<file path="config.mk">
export PLATFORM = sky130hd
export DESIGN_NAME = rename_pool_tracker
export DESIGN_NICKNAME = d
export VERILOG_FILES = /design/src/rtl/rpt_pkg.sv /design/src/rtl/rpt_cfg_table.sv /design/src/rtl/rpt_pool_ctr.sv /design/src/rtl/rpt_query.sv /design/src/rtl/rename_pool_tracker.sv
export SDC_FILE = /design/constraint.sdc
export NUM_CORES = 1
export LEC_CHECK = 0
export BUFFER_PORTS_ARGS = -buffer_cell sky130_fd_sc_hd__buf_4
export CORE_UTILIZATION = 62
export DETAILED_ROUTE_END_ITERATION = 10
export MAX_ROUTING_LAYER = met4
export PLACE_DENSITY = 0.88
export SYNTH_ARGS = -nofsm -noshare
export SYNTH_HDL_FRONTEND = slang
export SYNTH_SLANG_ARGS = --single-unit
</file>
<file path="constraint.sdc">
create_clock -name clk -period 7.9 [get_ports clk]
set_clock_uncertainty 0.1 [all_clocks]
set_input_delay 0.79 -clock clk [delete_from_list [all_inputs] [get_ports clk]]
set_output_delay 0.79 -clock clk [all_outputs]
set_load 0.02 [all_outputs]
</file>
<file path="src/rtl/rpt_pkg.sv">
// Shared constants for the rename pool tracker.
// Assumes at most four pools, as the response mask is kept narrow.
package rpt_pkg;
    localparam int MAX_POOLS = 4;

    // Width needed to index n items, never below one bit.
    function automatic int idx_w(input int n);
        return (n > 1) ? $clog2(n) : 1;
    endfunction
endpackage

</file>
<file path="src/rtl/rpt_cfg_table.sv">
// Configuration store: per-register membership mask and cost, per-pool capacity.
// Assumes writes happen before traffic; writes to out-of-range indices are dropped.
module rpt_cfg_table #(
    parameter int NP     = 3,
    parameter int NR     = 16,
    parameter int COST_W = 2,
    parameter int CNT_W  = 6,
    parameter int RW     = rpt_pkg::idx_w(NR),
    parameter int PW     = rpt_pkg::idx_w(NP)
) (
    input  logic                         clk,
    input  logic                         rst_n,
    input  logic                         reg_we,
    input  logic [RW-1:0]                reg_idx,
    input  logic [NP-1:0]                reg_mask,
    input  logic [COST_W-1:0]            reg_cost,
    input  logic                         cap_we,
    input  logic [PW-1:0]                cap_idx,
    input  logic [CNT_W-1:0]             cap_val,
    output logic [NR-1:0][NP-1:0]        mask_tab,
    output logic [NR-1:0][COST_W-1:0]    cost_tab,
    output logic [NP-1:0][CNT_W-1:0]     cap_tab
);
    // Register table: reset to pool-0-only, cost 1; pool 0 bit always forced.
    always_ff @(posedge clk) begin
        if (!rst_n) begin
            for (int i = 0; i < NR; i++) begin
                mask_tab[i] <= NP'(1);
                cost_tab[i] <= COST_W'(1);
            end
        end else if (reg_we && int'(reg_idx) < NR) begin
            mask_tab[reg_idx] <= reg_mask | NP'(1);
            cost_tab[reg_idx] <= reg_cost;
        end
    end

    // Capacity table: reset to zero, meaning unbounded.
    always_ff @(posedge clk) begin
        if (!rst_n) begin
            cap_tab <= '0;
        end else if (cap_we && int'(cap_idx) < NP) begin
            cap_tab[cap_idx] <= cap_val;
        end
    end
endmodule

</file>
<file path="src/rtl/rpt_pool_ctr.sv">
// One pool's in-use counter. Release is applied before allocation.
// Underflow clamps at zero; unbounded pools (cap 0) clamp at all-ones.
// Assumes COST_W <= CNT_W and that cap is not lowered below the count.
module rpt_pool_ctr #(
    parameter int CNT_W  = 6,
    parameter int COST_W = 2
) (
    input  logic              clk,
    input  logic              rst_n,
    input  logic [CNT_W-1:0]  cap,
    input  logic [COST_W-1:0] rel_amt,
    input  logic [COST_W-1:0] alloc_amt,
    input  logic              alloc_do,
    output logic [CNT_W-1:0]  used,
    output logic              fits,
    output logic              underflow
);
    localparam int SW = CNT_W + 1;
    localparam logic [CNT_W-1:0] CNT_MAX = {CNT_W{1'b1}};

    logic [CNT_W-1:0] rel_ext;
    logic [CNT_W-1:0] after_rel;
    logic [SW-1:0]    sum;

    // Release first, clamped at zero, then form the tentative allocation.
    always_comb begin
        rel_ext   = CNT_W'(rel_amt);
        underflow = rel_ext > used;
        after_rel = underflow ? '0 : used - rel_ext;
        sum       = {1'b0, after_rel} + SW'(alloc_amt);
        fits      = (cap == '0) || (sum <= {1'b0, cap});
    end

    // Count register: saturating update.
    always_ff @(posedge clk) begin
        if (!rst_n) begin
            used <= '0;
        end else if (alloc_do) begin
            used <= (sum > {1'b0, CNT_MAX}) ? CNT_MAX : sum[CNT_W-1:0];
        end else begin
            used <= after_rel;
        end
    end

    assert_within_cap_R3: assert property (@(posedge clk) disable iff (!rst_n)
        (cap != '0) |-> (used <= cap));

    assert_grant_fits_R3: assert property (@(posedge clk) disable iff (!rst_n)
        alloc_do |-> fits);
endmodule

</file>
<file path="src/rtl/rpt_query.sv">
// Availability query: per pool, sums the cost of valid destination slots
// that fall in the pool and flags a shortage against a nonzero capacity.
// Purely combinational; counts are the registered ones.
module rpt_query #(
    parameter int NP     = 3,
    parameter int NR     = 16,
    parameter int ND     = 2,
    parameter int COST_W = 2,
    parameter int CNT_W  = 6,
    parameter int RW     = rpt_pkg::idx_w(NR)
) (
    input  logic                       clk,
    input  logic                       rst_n,
    input  logic [ND-1:0]              qry_valid,
    input  logic [ND-1:0][RW-1:0]      qry_reg,
    input  logic [NR-1:0][NP-1:0]      mask_tab,
    input  logic [NR-1:0][COST_W-1:0]  cost_tab,
    input  logic [NP-1:0][CNT_W-1:0]   cap_tab,
    input  logic [NP-1:0][CNT_W-1:0]   used,
    output logic [NP-1:0]              full
);
    localparam int DW = CNT_W + COST_W + $clog2(ND + 1) + 1;

    for (genvar p = 0; p < NP; p++) begin : g_pool
        logic [DW-1:0] demand;

        // Sum the costs this instruction would place on pool p.
        always_comb begin
            demand = '0;
            for (int d = 0; d < ND; d++) begin
                if (qry_valid[d] && mask_tab[qry_reg[d]][p])
                    demand = demand + DW'(cost_tab[qry_reg[d]]);
            end
        end

        assign full[p] = (cap_tab[p] != '0) &&
                         ((DW'(used[p]) + demand) > DW'(cap_tab[p]));

        assert_unbounded_R2: assert property (@(posedge clk) disable iff (!rst_n)
            (cap_tab[p] == '0) |-> !full[p]);
    end

    assert_idle_R6: assert property (@(posedge clk) disable iff (!rst_n)
        (qry_valid == '0) |-> (full == '0));
endmodule

</file>
<file path="src/rtl/rename_pool_tracker.sv">
// Top of the rename pool tracker. Routes per-register cost into each pool
// counter, grants an allocation only if every touched pool has room after the
// same-cycle release, and keeps a sticky underflow flag.
// Assumes non-zero pools are disjoint and configuration precedes traffic.
module rename_pool_tracker #(
    parameter int NUM_POOLS = 3,
    parameter int NUM_REGS  = 16,
    parameter int DST_SLOTS = 2,
    parameter int CNT_W     = 6,
    parameter int COST_W    = 2,
    parameter int RW        = rpt_pkg::idx_w(NUM_REGS),
    parameter int PW        = rpt_pkg::idx_w(NUM_POOLS)
) (
    input  logic                             clk,
    input  logic                             rst_n,
    input  logic                             cfg_reg_we,
    input  logic [RW-1:0]                    cfg_reg_idx,
    input  logic [NUM_POOLS-1:0]             cfg_reg_mask,
    input  logic [COST_W-1:0]                cfg_reg_cost,
    input  logic                             cfg_cap_we,
    input  logic [PW-1:0]                    cfg_cap_idx,
    input  logic [CNT_W-1:0]                 cfg_cap_val,
    input  logic [DST_SLOTS-1:0]             qry_valid,
    input  logic [DST_SLOTS-1:0][RW-1:0]     qry_reg,
    output logic [NUM_POOLS-1:0]             qry_full,
    input  logic                             alloc_valid,
    input  logic [RW-1:0]                    alloc_reg,
    output logic                             alloc_grant,
    input  logic                             rel_valid,
    input  logic [RW-1:0]                    rel_reg,
    output logic [NUM_POOLS*CNT_W-1:0]       used_cnt,
    output logic                             err_underflow
);
    localparam int NP = NUM_POOLS;

    logic [NUM_REGS-1:0][NP-1:0]     mask_tab;
    logic [NUM_REGS-1:0][COST_W-1:0] cost_tab;
    logic [NP-1:0][CNT_W-1:0]        cap_tab;
    logic [NP-1:0][CNT_W-1:0]        used_arr;
    logic [NP-1:0]                   fits_vec;
    logic [NP-1:0]                   under_vec;

    rpt_cfg_table #(
        .NP(NP), .NR(NUM_REGS), .COST_W(COST_W), .CNT_W(CNT_W), .RW(RW), .PW(PW)
    ) cfg_i (
        .clk(clk), .rst_n(rst_n),
        .reg_we(cfg_reg_we), .reg_idx(cfg_reg_idx),
        .reg_mask(cfg_reg_mask), .reg_cost(cfg_reg_cost),
        .cap_we(cfg_cap_we), .cap_idx(cfg_cap_idx), .cap_val(cfg_cap_val),
        .mask_tab(mask_tab), .cost_tab(cost_tab), .cap_tab(cap_tab)
    );

    for (genvar p = 0; p < NP; p++) begin : g_ctr
        logic [COST_W-1:0] rel_amt;
        logic [COST_W-1:0] alloc_amt;

        // Per-pool charge and refund derived from the register tables.
        always_comb begin
            rel_amt   = (rel_valid && mask_tab[rel_reg][p]) ? cost_tab[rel_reg] : '0;
            alloc_amt = (alloc_valid && mask_tab[alloc_reg][p]) ? cost_tab[alloc_reg] : '0;
        end

        rpt_pool_ctr #(.CNT_W(CNT_W), .COST_W(COST_W)) ctr_i (
            .clk(clk), .rst_n(rst_n), .cap(cap_tab[p]),
            .rel_amt(rel_amt), .alloc_amt(alloc_amt), .alloc_do(alloc_grant),
            .used(used_arr[p]), .fits(fits_vec[p]), .underflow(under_vec[p])
        );
    end

    assign alloc_grant = alloc_valid && (&fits_vec);
    assign used_cnt    = used_arr;

    // Sticky underflow flag.
    always_ff @(posedge clk) begin
        if (!rst_n) err_underflow <= 1'b0;
        else        err_underflow <= err_underflow | (|under_vec);
    end

    rpt_query #(
        .NP(NP), .NR(NUM_REGS), .ND(DST_SLOTS), .COST_W(COST_W), .CNT_W(CNT_W), .RW(RW)
    ) qry_i (
        .clk(clk), .rst_n(rst_n), .qry_valid(qry_valid), .qry_reg(qry_reg),
        .mask_tab(mask_tab), .cost_tab(cost_tab), .cap_tab(cap_tab),
        .used(used_arr), .full(qry_full)
    );

    assert_err_sticky_R8: assert property (@(posedge clk) disable iff (!rst_n)
        err_underflow |=> err_underflow);

    assert_refuse_hold_R9: assert property (@(posedge clk) disable iff (!rst_n)
        (alloc_valid && !alloc_grant && !rel_valid) |=> $stable(used_cnt));
endmodule

</file>
# == Word level (Yosys, flattened, before mapping) ==
# Index checks and enable logic that the tools add are counted.
# op_classes
addsub,12
n_lt_le_gt_ge,21
mux,46
n_bitwise,1
reduce_logical,30
# op_table
op,n
6-bit two-way mux,10
3-bit binary-select mux with 4-bit select,4
48-bit bitwise mux,1
6-bit by 11-bit adder with 11-bit output,3
11-bit by 6-bit > comparator with 1-bit output,3
11-bit two-way mux,3
2-bit binary-select mux with 4-bit select,4
32-bit bitwise mux,1
2-bit two-way mux,14
4-bit by 5-bit < comparator with 1-bit output (second input constant),5
6-bit by 2-bit adder with 7-bit output,3
7-bit by 6-bit > comparator with 1-bit output (second input constant),3
7-bit by 6-bit less-or-equal comparator with 1-bit output,3
1-bit logical AND,19
18-bit bitwise mux,1
2-bit by 6-bit > comparator with 1-bit output,3
6-bit logical NOT,3
6-bit nonzero test,3
6-bit by 2-bit subtractor with 6-bit output,3
3-bit two-way mux,5
3-bit demux with 4-bit select,1
6-bit demux with 2-bit select,1
2-bit by 2-bit adder with 3-bit output,3
2-bit demux with 4-bit select,1
8 further kinds,10
# totals
ff_bits,117
input_bits,41

# == Longest topological paths before layout ==
# Gate-level depths: netlist of run 1.
# depth
ltp_word,12
mapped_depth,24
depth_no_buf,21

# == By module ==
# Synthesis of run 1 repeated with hierarchy kept, for this count alone.
# unflattened
cells_unflattened,1032
hier_area_um2,9801.9
# by_module_without_submodules
mod,instances,cells_each,area_per_inst_um2
rpt_cfg_table,1,317,3248.1
rpt_query,1,264,2506.2
rpt_pool_ctr (g_ctr[1].ctr_i ...),2,105,813.3
rename_pool_tracker,1,125,1529.0
rpt_pool_ctr (g_ctr[0].ctr_i),1,116,892.1

# == Least setup slack after synthesis of run 1 ==
# No wires, ideal clock.
# synth_path
kind,input-to-output
start,in rel_reg[0]
end,out alloc_grant
t_arrival_ns,6.082
t_required_ns,7.010
setup_slack_ns,0.928
path_stages,21
path_buffers,3
cell_sequence,clkbuf_1 buf_2 mux4_2 mux4_2 and3_1 ha_1 inv_1 fa_1 and2_1 ha_1 a21oi_1 nor3_1 nand3_1 xor2_1 ha_1 nand3_1 a21oi_1 or4b_1 a22o_4 nor3_2 buf_6
# synth_between
elab_chain_len,11
# synth_lines
item,line,text
"start, declared",rename_pool_tracker.sv:30,"input logic [RW-1:0] rel_reg,"
3-bit binary-select mux with 4-bit select,rename_pool_tracker.sv:59,rel_amt = (rel_valid && mask_tab[rel_reg][p]) ? cost_tab[rel_reg] : '0;
3-bit two-way mux (not written as such),rename_pool_tracker.sv:59,
1-bit logical AND,rename_pool_tracker.sv:59,
2-bit two-way mux,rename_pool_tracker.sv:59,
6-bit by 2-bit subtractor with 6-bit output / 2-bit by 6-bit > comparator with 1-bit output (equally long branches),"rpt_pool_ctr.sv:29, rpt_pool_ctr.sv:28",
6-bit two-way mux,rpt_pool_ctr.sv:29,after_rel = underflow ? '0 : used - rel_ext;
6-bit by 2-bit adder with 7-bit output,rpt_pool_ctr.sv:30,"sum = {1'b0, after_rel} + SW'(alloc_amt);"
7-bit by 6-bit less-or-equal comparator with 1-bit output,rpt_pool_ctr.sv:31,"fits = (cap == '0) || (sum <= {1'b0, cap});"
1-bit logical OR,rpt_pool_ctr.sv:31,
3-bit AND reduction (*),rename_pool_tracker.sv:70,assign alloc_grant = alloc_valid && (&fits_vec);
1-bit logical AND (*),rename_pool_tracker.sv:70,
"end, declared",rename_pool_tracker.sv:28,"output logic alloc_grant,"
# Mark *: on every way between the ends. The rest lies on a longest branch, timed or not. The select of a mux whose other input is x is not followed.

# == Final worst setup path of run 1 ==
# Ends and elaborated chain as after synthesis.

==> qor.yml, run 1 <==
status:
  status: "finished, final reports clean"
synth:
  synth_area_mm2: 0.00844
  ys_ff_latch: 101
  synth_edf_count: 0
  yosys_warnings: 0
  synth_top_flop_cell: "dfxtp_1"
  avgSynthCellArea_um2: 9.84
  ys_types: 69
  synthSimpleGateAreaFrac_pct: 15.8
  synth_nets: 970
  yosysSeqAreaShare_pct: 24.0
  yosysTopAreaCellShare_pct: 24.0
  synth_xor_area_share_pct: 2.28
  synth_top_family_by_area: "multiplexers"
  synth-adder-area-share_pct: 11.7
  ys_top_cells_by_area: "dfxtp_1 (24%), mux4_2 (21%), ha_1 (8.9%)"
  synth_top_area_cell: "dfxtp_1"
  synthMuxAreaShare_pct: 30.7
  synth-async-reset-ratio_pct: 0
  synth_cells: 857
  synth_compound_area_share_pct: 10.2
floorplanning:
  dieArea_mm2: 0.0141
  io_pins: 64
  start_util_pct: 63.7
  fp-row-count: 42
  die_w_um: 119
  chipHeight_um: 119
  coreArea_mm2: 0.0132
worst_setup_path:
  startpoint_type: "primary input"
  cp_data_required_time_ps: 7010
  r2r_cells: 22
  arrival_ps: 6100
  worstSetupEndpointType: "primary output"
  r2r_setup_slack_ps: 1870
  worstPathMaxFanout: 16
  path_class: "in -> out"
clock_network:
  cts_resized: 0
  post_cts_buffers: 0
  root_buffer: "clkbuf_16"
  cts_hold_buffers: 0
  cts_tree: "built"
  clock_latency_ps: 370
  cts-buffers-inserted: 9
  htree_levels: 3
  cts_sinks: 101
  clockBufferDepth: 2
  cts.reportedPaths.clkPinSlew_ps: 70
timing:
  worst_slew_pin_slew_ps: 1090
  max_freq_ghz: 0.143
  fin_hold_ws_ps: 412
  slew_headroom_pct: 27.0
  worst_slack_ps: 915
  hold_viol_final: 0
  maxSlewViolCount: 0
  setup_violations: 0
  timing.setup.tns_ps: 0
  period_minus_slack_ps: 6990
  finalCritPeriodShare_pct: 88.4
  rsz0062_at_grt: "no"
layout:
  area_growth_pct: 8.93
  drive_above_1_share_pct: 21.1
  layout_common_cells: "nor2_1 (108), dfxtp_1 (101), mux4_2 (80)"
  diodes: 0
  fin_cells: 1065
  layout_commonest_cell: "nor2_1"
  finalNetCount: 997
routing:
  firstDrtPassIters: 5
  dr_total_vias: 7301
  wl_per_cell_um: 21.5
  drtAntennaViolNets: 0
  route.detailed.drc: 0
  viasPerCell: 6.86
  drt_iter0_markers: 736
  wirelength_mm: 22.9
placed_design:
  preCtsSetupSlack_ps: 970
  dp_hpwl_mm: 17.1
  io_buffers: 62
  place.gp.congestion: 0.974
  place_inst: 1049
power_and_ir_drop:
  power_density_mw_per_mm2: 223
  ir_worst_vdd_mv: 0.110
  p_leak_nw: 3.76
  power_mw: 2.05
flow_run:
  drv_cap: 0
global_route:
  grt_max_degree: 49
  grt_pass1_vias: 7096
  antenna_found_initial: 0
  grt_use_total_pct: 34.7
  grt_pass1_wl_mm: 36.7
  grt-ovfl-total: 0
min_path:
  hold_depth: 2
  hold_path.class: "reg -> reg"
==> worst paths after layout <==
kind | start | to
max | rel_reg[0] | alloc_grant
min | cfg_i.cap_tab[10] | cfg_i.cap_tab[10]
max reg2reg | cfg_i.cost_tab[0] | g_ctr[0].ctr_i.used[5]
min reg2reg | cfg_i.cap_tab[10] | cfg_i.cap_tab[10]
==> cells in the mapped netlist, types with 4 or more instances <==
| library cell | count |
|---|---|
| nand3_1 | 26 |
| a211o_1 | 4 |
| mux2_2 | 7 |
| a21o_1 | 11 |
| buf_6 | 4 |
| ha_1 | 60 |
| nand4_1 | 4 |
| nand2_1 | 44 |
| a211oi_1 | 9 |
| a31oi_1 | 13 |
| nor3_1 | 14 |
| xor2_1 | 11 |
| and2_1 | 8 |
| mux2i_1 | 71 |
| nor2_1 | 108 |
| clkbuf_1 | 22 |
| o21ai_0 | 21 |
| mux4_2 | 80 |
| buf_1 | 10 |
| nor4_1 | 5 |
| and3_1 | 14 |
| inv_1 | 54 |
| xnor2_1 | 11 |
| nand3b_1 | 7 |
| a21oi_1 | 38 |
| buf_2 | 10 |
| dfxtp_1 | 101 |
| fa_1 | 12 |
| nor2b_1 | 9 |
| nand2b_1 | 8 |
==> layer usage <==
| metal | up-vias | global-route usage (%) | wire, µm |
|---|---|---|---|
| met3 | 128 | 7.24 | 2340 |
| met5 | - | - | 0 |
| li1 | 3237 | - | - |
| met1 | 3442 | 39.6 | 8090 |
| met4 | 0 | 20.2 | 1390 |
| met2 | 494 | 56.5 | 11100 |
==> power by group <==
group | switching [mW] | internal (mW) | leakage, nW | total (mW)
Clock | 0.220 | 0.218 | 0.138 | 0.438
Sequential | 0.0771 | 0.548 | 0.820 | 0.626
Combinational | 0.571 | 0.418 | 2.80 | 0.989
Total | 0.869 | 1.18 | 3.76 | 2.05
==> metrics by stage <==
stage / utilization, % / instance area [µm²]
global placement: 67.3 / 8910
detailed placement: 67.3 / 8910
finish: 69.4 / 9190
CTS: 69.4 / 9190
global route: 69.4 / 9190
floorplan: - / 8440
==> flip-flops by register name, indices dropped and copies added, names as in the netlist <==
| signal | flops |
|---|---|
| cfg_i.cost_tab | 32 |
| cfg_i.cap_tab | 18 |
| g_ctr.ctr_i.used | 18 |
| cfg_i.mask_tab | 32 |
| err_underflow | 1 |
==> worst max-delay path: stages <==
cell and delay (ps):
buf_4 310, mux4_2 560, mux4_2 550, and3_1 210, ha_1 190, inv_1 70, fa_1 310, nor2_1 160
nand2_1 130, and2_1 210, ha_1 170, a21oi_1 50, nor3_1 390, nand3_1 180, xor2_1 200, ha_1 300
nand3_1 110, a21oi_1 50, or4b_1 540, a22o_4 270, nor3_2 180, buf_4 180
==> layout make-up <==
type	count	area, µm²
multi-input combinational	651	5970
fill	1018	4050
sequential	101	2020
timing repair buffer	66	495
clock buffer	9	225
tap	176	220
inverter	55	206
clock inverter	7	55.1
==> logic make-up (layout without fill, tap and decap cells) <==
family,Yosys count,count (layout)
buffers and inverters,105,137
AO/OA/AOI/OAI,127,127
multiplexers,158,158
AND/OR/NAND/NOR,272,272
XOR/XNOR,22,22
flip-flops,101,101
adder cells (fa/ha/maj),72,72
No activity file was read; power rests on OpenSTA's default activity.
==> run 2: changes to the inputs <==
Settings changed: BUFFER_PORTS_ARGS -buffer_cell sky130_fd_sc_hd__buf_4 to -buffer_cell sky130_fd_sc_hd__clkbuf_2, CORE_MARGIN from default to 5.
==> run 2 against run 1 <==
  * Clock power is 5.3% higher
  * First-iteration DRC count up 23%
  * Critical path depth down 1
  * Sequential share of layout area rose by 0.30 points
  * Largest power group unchanged
==> qor.yml, run 2 (synthesis results as in run 1) <==
clock_network:
  clockBufferDepth: 2
  cts_resized: 0
  cts.reportedPaths.clkPinSlew_ps: 60
  cts_tree: "built"
  clock_latency_ps: 360
  cts_hold_buffers: 0
  htree_levels: 3
  post_cts_buffers: 0
  cts_sinks: 101
  root_buffer: "clkbuf_16"
  cts-buffers-inserted: 9
worst_setup_path:
  worstPathMaxFanout: 16
  startpoint_type: "primary input"
  r2r_cells: 21
  cp_data_required_time_ps: 7010
  r2r_setup_slack_ps: 2030
  worstSetupEndpointType: "primary output"
  path_class: "in -> out"
  arrival_ps: 6330
  r2r_start: "cfg_i.mask_tab[44]"
  timing.rr.end: "g_ctr[2].ctr_i.used[5]"
routing:
  viasPerCell: 6.90
  drtAntennaViolNets: 0
  dr_total_vias: 7351
  wirelength_mm: 23.7
  firstDrtPassIters: 7
  drt_iter0_markers: 905
  route.detailed.drc: 0
  wl_per_cell_um: 22.2
layout:
  layout_commonest_cell: "nor2_1"
  layout_common_cells: "nor2_1 (108), dfxtp_1 (101), mux4_2 (80)"
  multiInputGateArea_mm2: 0.00597
  fin_cells: 1066
  finalNetCount: 998
  diodes: 0
  area_growth_pct: 7.44
  drive_above_1_share_pct: 21.1
  seq_area_mm2: 0.00202
  fillCellCount: 1004
  top_regs: "cfg_i.cost_tab (32), cfg_i.mask_tab (32)"
floorplanning:
  start_util_pct: 63.5
  chipHeight_um: 127
  die_w_um: 127
  io_pins: 64
  coreArea_mm2: 0.0133
  fp-row-count: 42
  dieArea_mm2: 0.0160
global_route:
  grt_pass1_wl_mm: 38.3
  grt_util_met3_pct: 7.23
  grt_busiest_layer: "met2"
  grt_use_total_pct: 30.9
  grt-ovfl-total: 0
  antenna_found_initial: 0
  grt_max_degree: 50
  globalRouteMet2Util_pct: 48.8
  grt_pass1_vias: 7291
  use_met1_pct: 36.5
timing:
  hold_viol_final: 0
  rsz0062_at_grt: "no"
  fin_hold_ws_ps: 406
  worst_slew_pin_slew_ps: 940
  timing.setup.tns_ps: 0
  max_freq_ghz: 0.138
  slew_headroom_pct: 37.2
  finalCritPeriodShare_pct: 91.4
  setup_violations: 0
  maxSlewViolCount: 0
  worst_slack_ps: 680
  period_minus_slack_ps: 7220
placed_design:
  dp_hpwl_mm: 17.7
  place_inst: 1050
  place.gp.congestion: 0.955
  preCtsSetupSlack_ps: 766
  io_buffers: 62
power_and_ir_drop:
  power_mw: 2.06
  p_leak_nw: 3.73
  power_density_mw_per_mm2: 227
  ir_worst_vdd_mv: 0.162
min_path:
  hold_path.class: "reg -> reg"
  hold_path_startpoint: "cfg_i.cap_tab[11]"
  hold_depth: 2
  whs_endpoint: "cfg_i.cap_tab[11]"
status:
  status: "finished, final reports clean"
flow_run:
  drv_cap: 0
## run 2: cell types whose count changed in the layout (fill, tap and decap cells not counted)
| cell | delta |
|---|---|
| clkbuf_2 | +62 |
| buf_4 | -61 |
| inv_6 | -2 |
| bufinv_16 | +1 |
| clkbuf_1 | +1 |
| clkbuf_8 | +1 |
| clkinv_2 | -1 |
| clkinv_4 | +1 |
| inv_8 | -1 |
## run 2: worst max-delay path by stage
stage | startpoint | endpoint | slack (ps)
after detailed placement | rel_reg[0] | alloc_grant | 770
after CTS | rel_reg[0] | alloc_grant | 740
after floorplan | rel_reg[0] | alloc_grant | 930
after global placement | rel_reg[0] | alloc_grant | 860
after global routing | rel_reg[0] | alloc_grant | 310
final | rel_reg[0] | alloc_grant | 680
## run 2: metal layers
metal | vias up | share of wire, %
met3 | 128 | 9.1
met2 | 435 | 48
met5 | - | 0
met1 | 3543 | 36
li1 | 3245 | -
met4 | 0 | 7.0
## run 2: per-stage QoR
| step | cell area (µm²) | util (%) |
|---|---|---|
| 5_1_grt | 9060 | 68.2 |
| 3_5_place_dp | 8760 | 65.9 |
| 2_1_floorplan | 8440 | - |
| 3_3_place_gp | 8760 | 65.9 |
| 4_1_cts | 9060 | 68.2 |
| 6_report | 9060 | 68.2 |
## run 2: worst max-delay path, cell delays in order
cell and delay (ps):
clkbuf_2 490, mux4_2 580, mux4_2 510, and3_1 240
ha_1 210, inv_1 80, fa_1 310, nor2_1 140
a21oi_1 220, ha_1 230, a21oi_1 90, nor3_1 390
nand3_1 190, xor2_1 200, ha_1 300, nand3_1 100
a21oi_1 50, or4b_1 550, a22o_4 280, nor3_2 180
clkbuf_2 200
## run 2: final cells by class
cell class / count / area share, %
Tap cell: 176 / 2.43
Sequential cell: 101 / 22.3
Clock buffer: 11 / 2.68
Inverter: 55 / 2.28
Timing Repair Buffer: 67 / 3.84
Clock inverter: 5 / 0.663
Multi-Input combinational cell: 651 / 65.8
## run 2: where the power goes
| part | switching (mW) | internal [mW] | total (mW) |
|---|---|---|---|
| clock | 0.206 | 0.255 | 0.461 |
| sequential | 0.0739 | 0.549 | 0.623 |
| combinational | 0.585 | 0.390 | 0.976 |
| total | 0.865 | 1.19 | 2.06 |
